## src/rtl/rxu_pkg.sv

```systemverilog
package rxu_pkg;

    typedef enum logic [1:0] {
        ST_IDLE,
        ST_START,
        ST_DATA,
        ST_STOP
    } rx_state_e;

    typedef struct packed {
        logic       bit_val;
        logic       mixed;
        logic [1:0] ones;
    } vote_t;

    function automatic vote_t vote3(input logic [2:0] s);
        vote_t r;
        r.ones    = {1'b0, s[0]} + {1'b0, s[1]} + {1'b0, s[2]};
        r.bit_val = r.ones[1];
        r.mixed   = (r.ones != 2'd0) && (r.ones != 2'd3);
        return r;
    endfunction

endpackage

```

## src/rtl/rxu_sync.sv

```systemverilog
module rxu_sync #(
    parameter int STAGES = 2
) (
    input  logic clk,
    input  logic rst,
    input  logic din,
    output logic dout,
    output logic fall
);
    logic [STAGES-1:0] chain;
    logic              prev;

    always_ff @(posedge clk) begin
        if (rst) begin
            chain <= '1;
            prev  <= 1'b1;
        end else begin
            chain <= {chain[STAGES-2:0], din};
            prev  <= chain[STAGES-1];
        end
    end

    assign dout = chain[STAGES-1];
    assign fall = prev & ~chain[STAGES-1];
endmodule

```

## src/rtl/rxu_vote.sv

```systemverilog
module rxu_vote #(
    parameter int PW    = 5,
    parameter int FIRST = 8
) (
    input  logic          clk,
    input  logic          rst,
    input  logic [PW-1:0] ph,
    input  logic          smp,
    output rxu_pkg::vote_t v
);
    localparam int NSTORE = 2;

    logic [NSTORE-1:0] held;

    for (genvar g = 0; g < NSTORE; g++) begin : g_cap
        always_ff @(posedge clk) begin
            if (rst) begin
                held[g] <= 1'b1;
            end else if (ph == PW'(FIRST + g)) begin
                held[g] <= smp;
            end
        end
    end

    assign v = rxu_pkg::vote3({held, smp});
endmodule

```

## src/rtl/os_uart_rx.sv

```systemverilog
module os_uart_rx #(
    parameter int OVS     = 16,
    parameter int MAXBITS = 9
) (
    input  logic               clk,
    input  logic               rst,
    input  logic               rx_in,
    input  logic               nine_bit,
    output logic [MAXBITS-1:0] rx_word,
    output logic               rx_valid,
    output logic               rx_noise,
    output logic               rx_frame
);
    import rxu_pkg::*;

    localparam int PW  = $clog2(OVS + 1);
    localparam int MID = OVS / 2;
    localparam int DEC = MID + 2;
    localparam int IW  = $clog2(MAXBITS);

    rx_state_e          state_q;
    logic [PW-1:0]      ph_q;
    logic [IW-1:0]      idx_q;
    logic               len9_q;
    logic [MAXBITS-1:0] word_acc;
    logic               noise_acc;

    logic    line_s;
    logic    fall;
    vote_t   v;
    logic    in_win;
    logic    at_dec;
    logic [PW-1:0] ph_nxt;
    logic [IW-1:0] last_idx;

    rxu_sync #(.STAGES(2)) u_sync (
        .clk  (clk),
        .rst  (rst),
        .din  (rx_in),
        .dout (line_s),
        .fall (fall)
    );

    rxu_vote #(.PW(PW), .FIRST(MID)) u_vote (
        .clk (clk),
        .rst (rst),
        .ph  (ph_q),
        .smp (line_s),
        .v   (v)
    );

    assign in_win   = (ph_q >= PW'(MID)) && (ph_q <= PW'(DEC));
    assign at_dec   = (ph_q == PW'(DEC));
    assign ph_nxt   = (ph_q == PW'(OVS)) ? PW'(1) : ph_q + PW'(1);
    assign last_idx = len9_q ? IW'(MAXBITS - 1) : IW'(MAXBITS - 2);

    always_ff @(posedge clk) begin
        if (rst) begin
            state_q   <= ST_IDLE;
            ph_q      <= PW'(1);
            idx_q     <= '0;
            len9_q    <= 1'b0;
            word_acc  <= '0;
            noise_acc <= 1'b0;
            rx_word   <= '0;
            rx_valid  <= 1'b0;
            rx_noise  <= 1'b0;
            rx_frame  <= 1'b0;
        end else begin
            rx_valid <= 1'b0;
            unique case (state_q)
                ST_IDLE: begin
                    if (fall) begin
                        state_q   <= ST_START;
                        ph_q      <= PW'(2);
                        idx_q     <= '0;
                        len9_q    <= nine_bit;
                        word_acc  <= '0;
                        noise_acc <= 1'b0;
                    end
                end
                ST_START: begin
                    ph_q <= ph_nxt;
                    if (at_dec) begin
                        state_q <= (v.ones == 2'd0) ? ST_DATA : ST_IDLE;
                    end
                end
                ST_DATA: begin
                    if (fall && !in_win) begin
                        ph_q <= PW'(2);
                    end else begin
                        ph_q <= ph_nxt;
                    end
                    if (at_dec) begin
                        word_acc[idx_q] <= v.bit_val;
                        noise_acc       <= noise_acc | v.mixed;
                        if (idx_q == last_idx) begin
                            state_q <= ST_STOP;
                        end else begin
                            idx_q <= idx_q + IW'(1);
                        end
                    end
                end
                ST_STOP: begin
                    ph_q <= ph_nxt;
                    if (at_dec) begin
                        rx_valid <= 1'b1;
                        rx_word  <= word_acc;
                        rx_noise <= noise_acc | (v.ones == 2'd2);
                        rx_frame <= (v.ones < 2'd2);
                        state_q  <= ST_IDLE;
                    end
                end
                default: state_q <= ST_IDLE;
            endcase
        end
    end
endmodule

```

## config.mk

```make
export PLATFORM = sky130hd
export DESIGN_NAME = os_uart_rx
export DESIGN_NICKNAME = d
export VERILOG_FILES = /design/src/rtl/rxu_pkg.sv /design/src/rtl/rxu_sync.sv /design/src/rtl/rxu_vote.sv /design/src/rtl/os_uart_rx.sv
export SDC_FILE = /design/constraint.sdc
export NUM_CORES = 1
export LEC_CHECK = 0
export ABC_CLOCK_PERIOD_IN_PS = 4750
export BUFFER_PORTS_ARGS = -buffer_cell sky130_fd_sc_hd__buf_2
export CAP_MARGIN = 10
export CORE_ASPECT_RATIO = 1.4
export CORE_MARGIN = 2
export CORE_UTILIZATION = 55
export DETAILED_ROUTE_END_ITERATION = 16
export PLACE_DENSITY = 0.74
export SKIP_LAST_GASP = 1
export SLEW_MARGIN = 20
export SYNTH_ARGS = -nofsm -noshare
export SYNTH_HDL_FRONTEND = slang
export SYNTH_SLANG_ARGS = --single-unit
```

## constraint.sdc

```tcl
create_clock -name clk -period 4.75 [get_ports clk]
set_input_delay 0 -clock clk [delete_from_list [all_inputs] [get_ports clk]]
set_output_delay 0 -clock clk [all_outputs]
set_load 0.02 [all_outputs]
```

==> metrics.md, run 1 <==
| Metric | Value |
|---|---|
| Status | `completed` |
| Max Fclk | `0.4402 GHz` |
| Initial Util | `0.5660` |
| GRT Total Usage | `0.2222` |
| Via density | `5.759` |
| Die X | `53.37 um` |
| H-tree lvl count | `2` |
| Layout cells sized above 1 | `0.1357` |
| Clock share of power | `0.354` |
| Arrival time worst endpoint | `2480 ps` |
| Final Wtd Congestion | `0.8420` |
| RSZ-0062 raised after global routing | `false` |
| Crit path kind | `reg2reg` |
| Worst-Margin Slew | `824.9 ps` |
| Cell Pwr Density | `288.7 nW/um^2` |
| Final period util | `0.4783` |
| Remaining DRCs | `0` |
| Vias in the first global route | `1463` |
| Worst-skew pair later-pin latency | `290 ps` |
| CP required | `4950 ps` |
| Starting DRT DRC Count | `33` |
| Sum Neg Setup Slack | `0 ps` |
| Final Setup Violations | `0` |
| Port Buffers | `15` |
| Detailed-route via count | `1503` |
| Final Net Count | `234` |
| HP Class | `in2reg` |
| Switch share | `0.2406` |
| Leakage dissipation | `0.9278 nW` |
| Drt wl/cell | `14.71 um` |
| Synth-to-Final Area Change | `10.20%` |
| Non-filler cells, final | `261` |
| Synth Register Bits | `39` |
| CTS Root Cell | `clkbuf_8` |
| Post-CTS setup buffers | `0` |
| Number of flops mapped to enable cells by yosys | `0` |
| Register area share after synthesis | `0.4160` |
| Clock tree buffer depth | `2` |
| Antenna-violating nets left | `0` |
| Period minus WS final | `2272 ps` |
| Largest net degree at the start of global routing | `29` |
| N_diodes | `0` |
| Post-Syn Nets | `218` |
| Comb power frac | `0.063` |
| CTS tree | `built` |
| Initial antenna violation count | `0` |
| Post-synth top flop | `dfxtp_1` |
| Post-Syn Instances | `204` |
| Syn. warnings | `0` |
| CP endpoint kind | `flip-flop` |
| HPWL Detailed | `2742 um` |
| Number of buffers created by CTS | `5` |
| Max_cap viols | `0` |
| Number of library cell types mapped by synthesis | `44` |
| Final hold violations | `0` |
| Global-route wire length before repair | `6327 um` |
| Total core area | `3316 um^2` |
| Routed wire length | `3839 um` |
| Skew final | `7.923 ps` |
| Startpoint types | `flip-flop` |
| Slew Limit Fails | `0` |
| Clk sink count | `39` |
| Row count | `25` |
| Worst vdd ir | `0.2542 mV` |
| Die Span Y | `73.12 um` |
| Power Internal | `0.4534 mW` |
| Clock-pin slew on the worst setup and hold paths | `80 ps` |
| Syn_area_per_cell | `9.200 um^2` |
| Die area | `3902 um^2` |
| Async S/R FF share, synth | `0` |
| Pre-antenna DRT Iters | `4` |
| DP Cell Count | `251` |
| Worst-path maximum fanout | `14` |
| Post-Syn Area | `1877 um^2` |
| Sequential power share | `0.583` |
| Psw | `0.1437 mW` |
| Max_slew headroom | `0.4484` |
| Total gr overflow | `0` |
| I/O pins | `16` |
-- metal layers --
| metal | part of all wire | global-route usage | wire (um) |
|---|---|---|---|
| met1 | 0.40 | 0.2314 | 1538 |
| met2 | 0.55 | 0.3896 | 2106 |
| met3 | 0.028 | 0.05738 | 109 |
| met4 | 0.022 | 0.1254 | 85 |
| met5 | 0 | 0 | 0 |
-- synth_stat cells, types with 2 or more instances --
cell type / count / area share
a21oi_1: 6 / 0.016
or3_1: 2 / 0.0067
or2_2: 3 / 0.010
ha_1: 9 / 0.060
buf_2: 4 / 0.011
nor2_1: 20 / 0.040
and3_1: 2 / 0.0067
o32ai_1: 2 / 0.0093
inv_1: 9 / 0.018
nor2b_1: 4 / 0.013
nor3_1: 5 / 0.013
dfxtp_1: 39 / 0.42
nand3_1: 20 / 0.053
clkbuf_1: 4 / 0.0080
or3b_1: 2 / 0.0093
a31oi_1: 3 / 0.010
nand2_1: 21 / 0.042
mux2i_1: 20 / 0.11
nand2b_1: 4 / 0.013
-- per-stage QoR --
stage	instance area (um^2)	util	power, mW	hold slack, ps	setup WS [ps]
after detailed placement	1967	0.5932	0.3914	186.5	2477
final	2068	0.6238	0.5971	158.7	2478
after global placement	1967	0.5932	0.3892	182.2	2691
after CTS	2068	0.6238	0.6040	151.5	2471
after global routing	2068	0.6238	0.6212	175.8	2334
after floorplan	1877	-	0.3819	103.8	3134
-- worst paths after layout --
path / startpoint / endpoint / slack (ps) / depth (start not counted)
worst max-delay path: ph_q[3]$_SDFFE_PP0N_ / rx_noise$_SDFFE_PP0P_ / 2480 / 4
worst min register to register: u_sync.chain[0]$_SDFF_PP1_ / u_sync.chain[1]$_SDFF_PP1_ / 420 / 1
worst max register to register: ph_q[3]$_SDFFE_PP0N_ / rx_noise$_SDFFE_PP0P_ / 2480 / 4
worst min-delay path: rst / rx_word[3]$_SDFFE_PP0P_ / 160 / 2
-- power by group through the flow --
stage	clock, mW	combinational [mW]	sequential [mW]
finish	0.211	0.0375	0.348
global placement	0	0.0345	0.355
detailed placement	0	0.0362	0.355
global route	0.230	0.0417	0.349
floorplan	0	0.0305	0.351
CTS	0.219	0.0376	0.348
-- cell usage in the layout (no fill, tap or decap), types with 2 or more instances in the layout --
master,count
ha_1,9
nand3_1,20
buf_2,15
inv_1,9
clkbuf_8,5
and3_1,2
nand2b_1,4
nor2_1,20
or3_1,2
o32ai_1,2
nor2b_1,4
dlygate4sd3_1,2
or2_2,3
a21oi_1,6
a31oi_1,3
dfxtp_1,39
clkbuf_1,2
nor3_1,5
mux2i_1,20
nand2_1,21
or3b_1,2
-- state kept, by name, summed over array words and instances, names as in the netlist, 2 cells and up, named ones only --
| name | flops |
|---|---|
| idx_q | 4 |
| ph_q | 5 |
| word_acc | 9 |
| rx_word | 9 |
| u_vote.held | 2 |
| u_sync.chain | 2 |
-- cell families (layout without fill, tap and decap cells) --
logic type | Yosys count | in the layout | share of synthesized area
flops | 39 | 39 | 0.4160
simple gates | 92 | 92 | 0.2600
fa+ha+maj | 10 | 10 | 0.07067
mux | 20 | 20 | 0.1067
xor+xnor | 1 | 1 | 0.004668
compound gates | 25 | 25 | 0.1053
buf+inv | 17 | 34 | 0.03666
-- worst max-delay path, cell delays in order (launching register included) --
cell,delay (ps)
dfxtp_1,420
nor3b_4,430
nand4_1,730
nor2b_1,390
nor3_1,210
-- what timing repair did --
action / CTS / global route
gates resized for setup: 0 / 0
hold endpoints to repair: 2 / 0
hold buffers: 2 / 0
-- area by class of cell --
cell class	count	area, um^2
clock buffers	7	76.32
repair buffers	17	95.09
inverters	9	33.78
flip-flops and latches	39	780.7
well taps	40	50.05
fillers	317	1247
multi-input cells	148	1027
clock inverters	1	5.005
(Power assumes the default switching activity.)
==> run 2: changes to the inputs <==
Settings changed: ABC_CLOCK_PERIOD_IN_PS 4750 to 2300.
Clock period 4.75 ns to 2.3 ns, I/O delays scaled along.
==> metrics.md, run 2 (synthesized netlist as in run 1, its figures left out) <==
| Metric | Value |
|---|---|
| Status | `completed (unchanged)` |
| Clock tree buffer depth | `2 (unchanged)` |
| Die area | `3902 um^2 (unchanged)` |
| Total gr overflow | `0 (unchanged)` |
| R2R Setup Slk | `480 ps (was 2480 ps)` |
| Global-route wire length before repair | `6472 um (was 6327 um)` |
| Port Buffers | `15 (unchanged)` |
| N_diodes | `0 (unchanged)` |
| Max_slew headroom | `0.5428 (was 0.4484)` |
| WHS Endpoint | `rx_word[7]$_SDFFE_PP0P_ (was rx_word[3]$_SDFFE_PP0P_)` |
| H-tree lvl count | `2 (unchanged)` |
| Starting DRT DRC Count | `23 (was 33)` |
| Final period util | `0.7926 (was 0.4783)` |
| RSZ-0062 raised after global routing | `false (unchanged)` |
| Initial antenna violation count | `0 (unchanged)` |
| I/O pins | `16 (unchanged)` |
| Total core area | `3316 um^2 (unchanged)` |
| Hold_buf cts | `2 (unchanged)` |
| Top flop regs | `rx_word: 9 flops, word_acc: 9 flops, ph_q: 5 flops (unchanged)` |
| Skew final | `8.068 ps (was 7.923 ps)` |
| Comb power frac | `0.062 (was 0.063)` |
| Final Wtd Congestion | `0.8618 (was 0.8420)` |
| Leakage dissipation | `0.9448 nW (was 0.9278 nW)` |
| Synth-to-Final Area Change | `12.07% (was 10.20%)` |
| Hold Path Stages | `2 (unchanged)` |
| Final core occ | `0.6343 (was 0.6238)` |
| Antenna-violating nets left | `0 (unchanged)` |
| GRT Total Usage | `0.2250 (was 0.2222)` |
| Post-CTS Resized | `0 (unchanged)` |
| Met1 global-route usage | `0.2584 (was 0.2314)` |
| Max_cap viols | `0 (unchanged)` |
| FF-to-FF path depth | `4 (unchanged)` |
| Post-CTS setup buffers | `0 (unchanged)` |
| Detailed-route via count | `1541 (was 1503)` |
| M2 GR Usage | `0.3772 (was 0.3896)` |
| Clock share of power | `0.374 (was 0.354)` |
| Sum Neg Setup Slack | `0 ps (unchanged)` |
| Clock-pin slew on the worst setup and hold paths | `80 ps (about the same)` |
| Die X | `53.37 um (unchanged)` |
| Hold_sp | `rst (unchanged)` |
| Slew Limit Fails | `0 (unchanged)` |
| CTS Root Cell | `clkbuf_8 (unchanged)` |
| Via density | `5.837 (was 5.759)` |
| CP endpoint kind | `flip-flop (unchanged)` |
| Worst setup margin | `477.0 ps (was 2478 ps)` |
| Period minus WS final | `1823 ps (was 2272 ps)` |
| Drt wl/cell | `14.51 um (was 14.71 um)` |
| DP Worst Slack | `521.3 ps (was 2477 ps)` |
| Pre-antenna DRT Iters | `4 (unchanged)` |
| Commonest non-fill, non-tap cells in the layout | `dfxtp_1, nand2_1, mux2i_1, nor2_1, nand3_1 (unchanged)` |
| Number of buffers created by CTS | `5 (unchanged)` |
| Gr busiest metal | `met2 (unchanged)` |
| CP top delay family | `simple AND/OR/NAND/NOR gates (unchanged)` |
| Max Fclk | `0.5485 GHz (was 0.4402 GHz)` |
| Startpoint types | `flip-flop (unchanged)` |
| Most common cell after layout, fill and taps aside | `dfxtp_1 (unchanged)` |
| Final Net Count | `237 (was 234)` |
| Worst-skew pair later-pin latency | `300 ps (was 290 ps)` |
| Arrival time worst endpoint | `2050 ps (was 2480 ps)` |
| DP Cell Count | `254 (was 251)` |
| Routed wire length | `3831 um (was 3839 um)` |
| Psw | `0.3334 mW (was 0.1437 mW)` |
| Met3 Track Usage GR | `0.06148 (was 0.05738)` |
| CP max stage cell | `or4b_1 (was nand4_1)` |
| CP cell instances | `or4b_1, o31a_1, a211oi_2, mux2i_1 (was nor3b_4, nand4_1, nor2b_1, nor3_1)` |
| Non-filler cells, final | `264 (was 261)` |
| Slowest Stage Delay on Critical Path | `700 ps (was 730 ps)` |
| Vias in the first global route | `1496 (was 1463)` |
| Initial Util | `0.5660 (unchanged)` |
| Switch share | `0.2616 (was 0.2406)` |
| CP required | `2530 ps (was 4950 ps)` |
| Layout cells sized above 1 | `0.1563 (was 0.1357)` |
| Row count | `25 (unchanged)` |
| Clk sink count | `39 (unchanged)` |
| Reg2reg end | `idx_q[3]$_SDFFE_PP0P_ (was rx_noise$_SDFFE_PP0P_)` |
| Die Span Y | `73.12 um (unchanged)` |
| Worst vdd ir | `0.5753 mV (was 0.2542 mV)` |
| Remaining DRCs | `0 (unchanged)` |
| Crit path kind | `reg2reg (unchanged)` |
| Final Setup Violations | `0 (unchanged)` |
| Sequential power share | `0.564 (was 0.583)` |
| Power Internal | `0.9412 mW (was 0.4534 mW)` |
| Crit path buffers/inverters | `0 (unchanged)` |
| CTS tree | `built (unchanged)` |
| HPWL Detailed | `2751 um (was 2742 um)` |
| Cell Pwr Density | `606.0 nW/um^2 (was 288.7 nW/um^2)` |
| Largest net degree at the start of global routing | `29 (unchanged)` |
| Final hold violations | `0 (unchanged)` |
| Worst-Margin Slew | `683.2 ps (was 824.9 ps)` |
| Worst-path maximum fanout | `12 (was 14)` |
| HP Class | `in2reg (unchanged)` |
[run 2: worst max-delay path by stage]
stage          depth (start not counted)                  endpoint  slack [ps]
4_1_cts                                4     idx_q[3]$_SDFFE_PP0P_         490
2_1_floorplan                          6     idx_q[3]$_SDFFE_PP0P_         680
3_5_place_dp                           4     idx_q[3]$_SDFFE_PP0P_         520
5_1_grt                                4  word_acc[1]$_SDFFE_PP0P_         410
3_3_place_gp                           4     idx_q[3]$_SDFFE_PP0P_         560
6_report                               4     idx_q[3]$_SDFFE_PP0P_         480
[run 2: power by group through the flow]
stage	logic, mW	clock network, mW	registers, mW
2_1_floorplan	0.0631	0	0.726
3_3_place_gp	0.0727	0	0.732
3_5_place_dp	0.0767	0	0.735
4_1_cts	0.0799	0.485	0.719
5_1_grt	0.0876	0.515	0.722
6_report	0.0796	0.477	0.719
[run 2: worst register-to-register path, stage by stage, from the launching register on]
cell	delay [ps]
dfxtp_1	430
or4b_1	700
o31a_1	190
a211oi_2	230
mux2i_1	210
[run 2: layout make-up]
class	count	area, um^2
clock buffers	5	68.82
clock inverters	3	25.02
fillers	312	1212
inverters	9	33.78
multi-input cells	148	1027
flip-flops and latches	39	780.7
well taps	40	50.05
repair buffers	20	117.6
[run 2: through the flow]
| step | hold WS (ps) | power (mW) | area [um^2] |
|---|---|---|---|
| after floorplan | 103.8 | 0.7887 | 1877 |
| after global placement | 182.4 | 0.8048 | 1989 |
| after detailed placement | 189.1 | 0.8114 | 1989 |
| after CTS | 140.3 | 1.283 | 2103 |
| after global routing | 173.9 | 1.325 | 2103 |
| final | 141.6 | 1.275 | 2103 |
[run 2: routing by layer]
layer | vias up | share of wire
met2 | 33 | 0.52
met1 | 739 | 0.41
li1 | 761 | -
met5 | - | 0
met4 | 0 | 0.022
met3 | 8 | 0.039
==> run 3: changes to the inputs <==
Settings changed: ABC_AREA from default to 1, ABC_CLOCK_PERIOD_IN_PS 2300 to 1500, CORE_UTILIZATION 55 to 53, PLACE_DENSITY 0.74 to 0.75.
Clock period 2.3 ns to 1.5 ns, I/O delays scaled along.
==> metrics.md, run 3 <==
| Metric | Value |
|---|---|
| Post-Syn Area | `2068 um^2 (was 1877 um^2)` |
| Drt wl/cell | `12.10 um (was 14.51 um)` |
| Via density | `5.176 (was 5.837)` |
| Non-filler cells, final | `329 (was 264)` |
| Multi-input logic area | `1125 um^2 (was 1027 um^2)` |
| Final Wtd Congestion | `0.8237 (was 0.8618)` |
| Async S/R FF share, synth | `0 (unchanged)` |
| Row count | `26 (was 25)` |
| Reg area | `784.5 um^2 (was 780.7 um^2)` |
| Largest net degree at the start of global routing | `20 (was 29)` |
| Max_slew headroom | `0.7615 (was 0.5428)` |
| GRT Total Usage | `0.2027 (was 0.2250)` |
| Clock-pin slew on the worst setup and hold paths | `80 ps (about the same)` |
| Port Buffers | `15 (unchanged)` |
| Fill cell count | `324 (was 312)` |
| Number of buffers created by CTS | `5 (unchanged)` |
| CP max stage cell | `fa_1 (was or4b_1)` |
| Layout cells sized above 1 | `0.2718 (was 0.1563)` |
| Clk sink count | `39 (unchanged)` |
| Post-synth top area share | `0.3775 (was 0.4160)` |
| CTS tree | `built (unchanged)` |
| Period minus WS final | `1476 ps (was 1823 ps)` |
| Most frequent cell after synthesis | `dfxtp_1 (unchanged)` |
| Register area share after synthesis | `0.3775 (was 0.4160)` |
| Post-Syn Nets | `277 (was 218)` |
| Slew Limit Fails | `0 (unchanged)` |
| Vias in the first global route | `1647 (was 1496)` |
| Worst-skew pair later-pin latency | `290 ps (was 300 ps)` |
| Clock tree buffer depth | `2 (unchanged)` |
| Syn. warnings | `0 (unchanged)` |
| Final Setup Violations | `0 (unchanged)` |
| Final Net Count | `300 (was 237)` |
| Worst-path maximum fanout | `2 (was 12)` |
| Largest cells by area after synthesis | `dfxtp_1, nand2_1, nor2_1, ha_1, nand3_1 (was dfxtp_1, mux2i_1, ha_1, nand3_1, nand2_1)` |
| Slowest Stage Delay on Critical Path | `550 ps (was 700 ps)` |
| Syn_area_per_cell | `7.864 um^2 (was 9.200 um^2)` |
| Remaining DRCs | `0 (unchanged)` |
| H-tree lvl count | `2 (unchanged)` |
| I/O pins | `16 (unchanged)` |
| Starting DRT DRC Count | `40 (was 23)` |
| Cell Pwr Density | `865.3 nW/um^2 (was 606.0 nW/um^2)` |
| Synth area leader | `dfxtp_1 (unchanged)` |
| Antenna-violating nets left | `0 (unchanged)` |
| Synth-to-Final Area Change | `11.86% (was 12.07%)` |
| Status | `completed (unchanged)` |
| Worst vdd ir | `0.7579 mV (was 0.5753 mV)` |
| Arrival time worst endpoint | `1670 ps (was 2050 ps)` |
| Final hold violations | `0 (unchanged)` |
| Post-Syn Instances | `263 (was 204)` |
| Final core occ | `0.6238 (was 0.6343)` |
| Pre-antenna DRT Iters | `4 (unchanged)` |
| Number of library cell types mapped by synthesis | `35 (was 44)` |
| Die X | `56.80 um (was 53.37 um)` |
| Synth Register Bits | `39 (unchanged)` |
| Commonest non-fill, non-tap cells in the layout | `nor2_1, nand2_1, dfxtp_1 (was dfxtp_1, nand2_1, mux2i_1, nor2_1, nand3_1)` |
| Total gr overflow | `0 (unchanged)` |
| Leakage dissipation | `1.012 nW (was 0.9448 nW)` |
| Top flop regs | `rx_word: 9 flops, word_acc: 9 flops, ph_q: 5 flops (unchanged)` |
| Skew final | `6.514 ps (was 8.068 ps)` |
| Worst setup margin | `23.68 ps (was 477.0 ps)` |
| Synth cell count leaders | `dfxtp_1, nand2_1, nor2_1 (was dfxtp_1, nand2_1, mux2i_1, nand3_1, nor2_1)` |
| Number of flops mapped to enable cells by yosys | `0 (unchanged)` |
| Initial Util | `0.5577 (was 0.5660)` |
| CP cell instances | `fa_1, inv_2, ha_1, inv_1, a21oi_1, nor2_1 (was or4b_1, o31a_1, a211oi_2, mux2i_1)` |
| Total core area | `3709 um^2 (was 3316 um^2)` |
| Initial antenna violation count | `0 (unchanged)` |
| HPWL Detailed | `2924 um (was 2751 um)` |
| N_diodes | `0 (unchanged)` |
| Post-synth top flop | `dfxtp_1 (unchanged)` |
| HP Class | `in2reg (unchanged)` |
| Die Span Y | `77.92 um (was 73.12 um)` |
| DP Cell Count | `319 (was 254)` |
| Max Fclk | `0.6774 GHz (was 0.5485 GHz)` |
| Max_cap viols | `0 (unchanged)` |
| Worst-Margin Slew | `357.2 ps (was 683.2 ps)` |
| CP required | `1690 ps (was 2530 ps)` |
| CTS Root Cell | `clkbuf_8 (unchanged)` |
| Crit path kind | `reg2reg (unchanged)` |
| Final period util | `0.9842 (was 0.7926)` |
| Die area | `4425 um^2 (was 3902 um^2)` |
| Startpoint types | `flip-flop (unchanged)` |
| Detailed-route via count | `1703 (was 1541)` |
| Routed wire length | `3980 um (was 3831 um)` |
| DP Worst Slack | `19.56 ps (was 521.3 ps)` |
| Global-route wire length before repair | `7107 um (was 6472 um)` |
| RSZ-0062 raised after global routing | `true (was false)` |
| CP endpoint kind | `flip-flop (unchanged)` |
-- run 3: worst max-delay path: cells and delay by family, from the launching register on --
family                   cells  cell delay, ps
buffers and inverters        2              80
AO/OA/AOI/OAI                1             110
adder cells (fa/ha/maj)      2             810
flip-flops                   1             330
AND/OR/NAND/NOR              1              50
-- run 3: logic make-up (layout without fill, tap and decap cells) --
kind of cell	after synthesis	in the layout	synth area share
adders and majority gates	10	10	0.06413
and+or+nand+nor	125	125	0.3279
xor gates and xnor gates	3	3	0.01271
AOI/OAI and AO/OA	48	48	0.1349
buffers and inverters	38	62	0.08288
DFF	39	39	0.3775
-- run 3: metrics by stage --
step / setup TNS (ps) / hold slack, ps / instance area [um^2] / power (mW)
finish: 0 / 39.44 / 2313 / 2.002
global route: -56.07 / 45.14 / 2313 / 2.099
CTS: 0 / 21.24 / 2302 / 2.016
detailed placement: 0 / 193.1 / 2198 / 1.330
global placement: 0 / 187.7 / 2198 / 1.327
floorplan: 0 / 103.8 / 2068 / 1.279
-- run 3: repair_timing --
item | CTS | global route
resized for setup | 1 | 5
cloned | 0 | 0
hold buffers | 1 | 0
buffers inserted | 1 | 0
pin swaps | 0 | 1
hold endpoints to repair | 1 | 0
setup endpoints to repair | 1 | 17
-- run 3: layout make-up --
class | instances | area share
clock buffers | 6 | 0.03137
multi-input cells | 186 | 0.4862
flip-flops and latches | 39 | 0.3391
inverters | 31 | 0.05030
clock inverters | 2 | 0.005408
repair buffers | 23 | 0.06490
well taps | 42 | 0.02271
-- run 3: layer usage --
layer  GRT usage  vias to the layer above  share of wire
met1      0.2295                      774           0.45
met3     0.04500                        7          0.028
met5           0                        -              0
met4     0.08140                        0          0.018
met2      0.3616                       22           0.50
li1            -                      900              -
-- run 3: final timing paths --
check,from,to,slack (ps),cells past startpoint
worst max register to register,u_sync.chain[1]$_SDFF_PP1_,noise_acc$_SDFFE_PP0P_,20,6
worst min-delay path,nine_bit,len9_q$_SDFFE_PP0P_,40,3
worst max-delay path,u_sync.chain[1]$_SDFF_PP1_,noise_acc$_SDFFE_PP0P_,20,6
worst min register to register,u_sync.chain[0]$_SDFF_PP1_,u_sync.chain[1]$_SDFF_PP1_,430,1
-- run 3: where the power goes --
group          switching [mW]  total [mW]  internal (mW)
Combinational           0.147       0.227         0.0795
Clock                   0.361       0.686          0.325
Sequential             0.0334        1.09           1.06
Total                   0.541        2.00           1.46
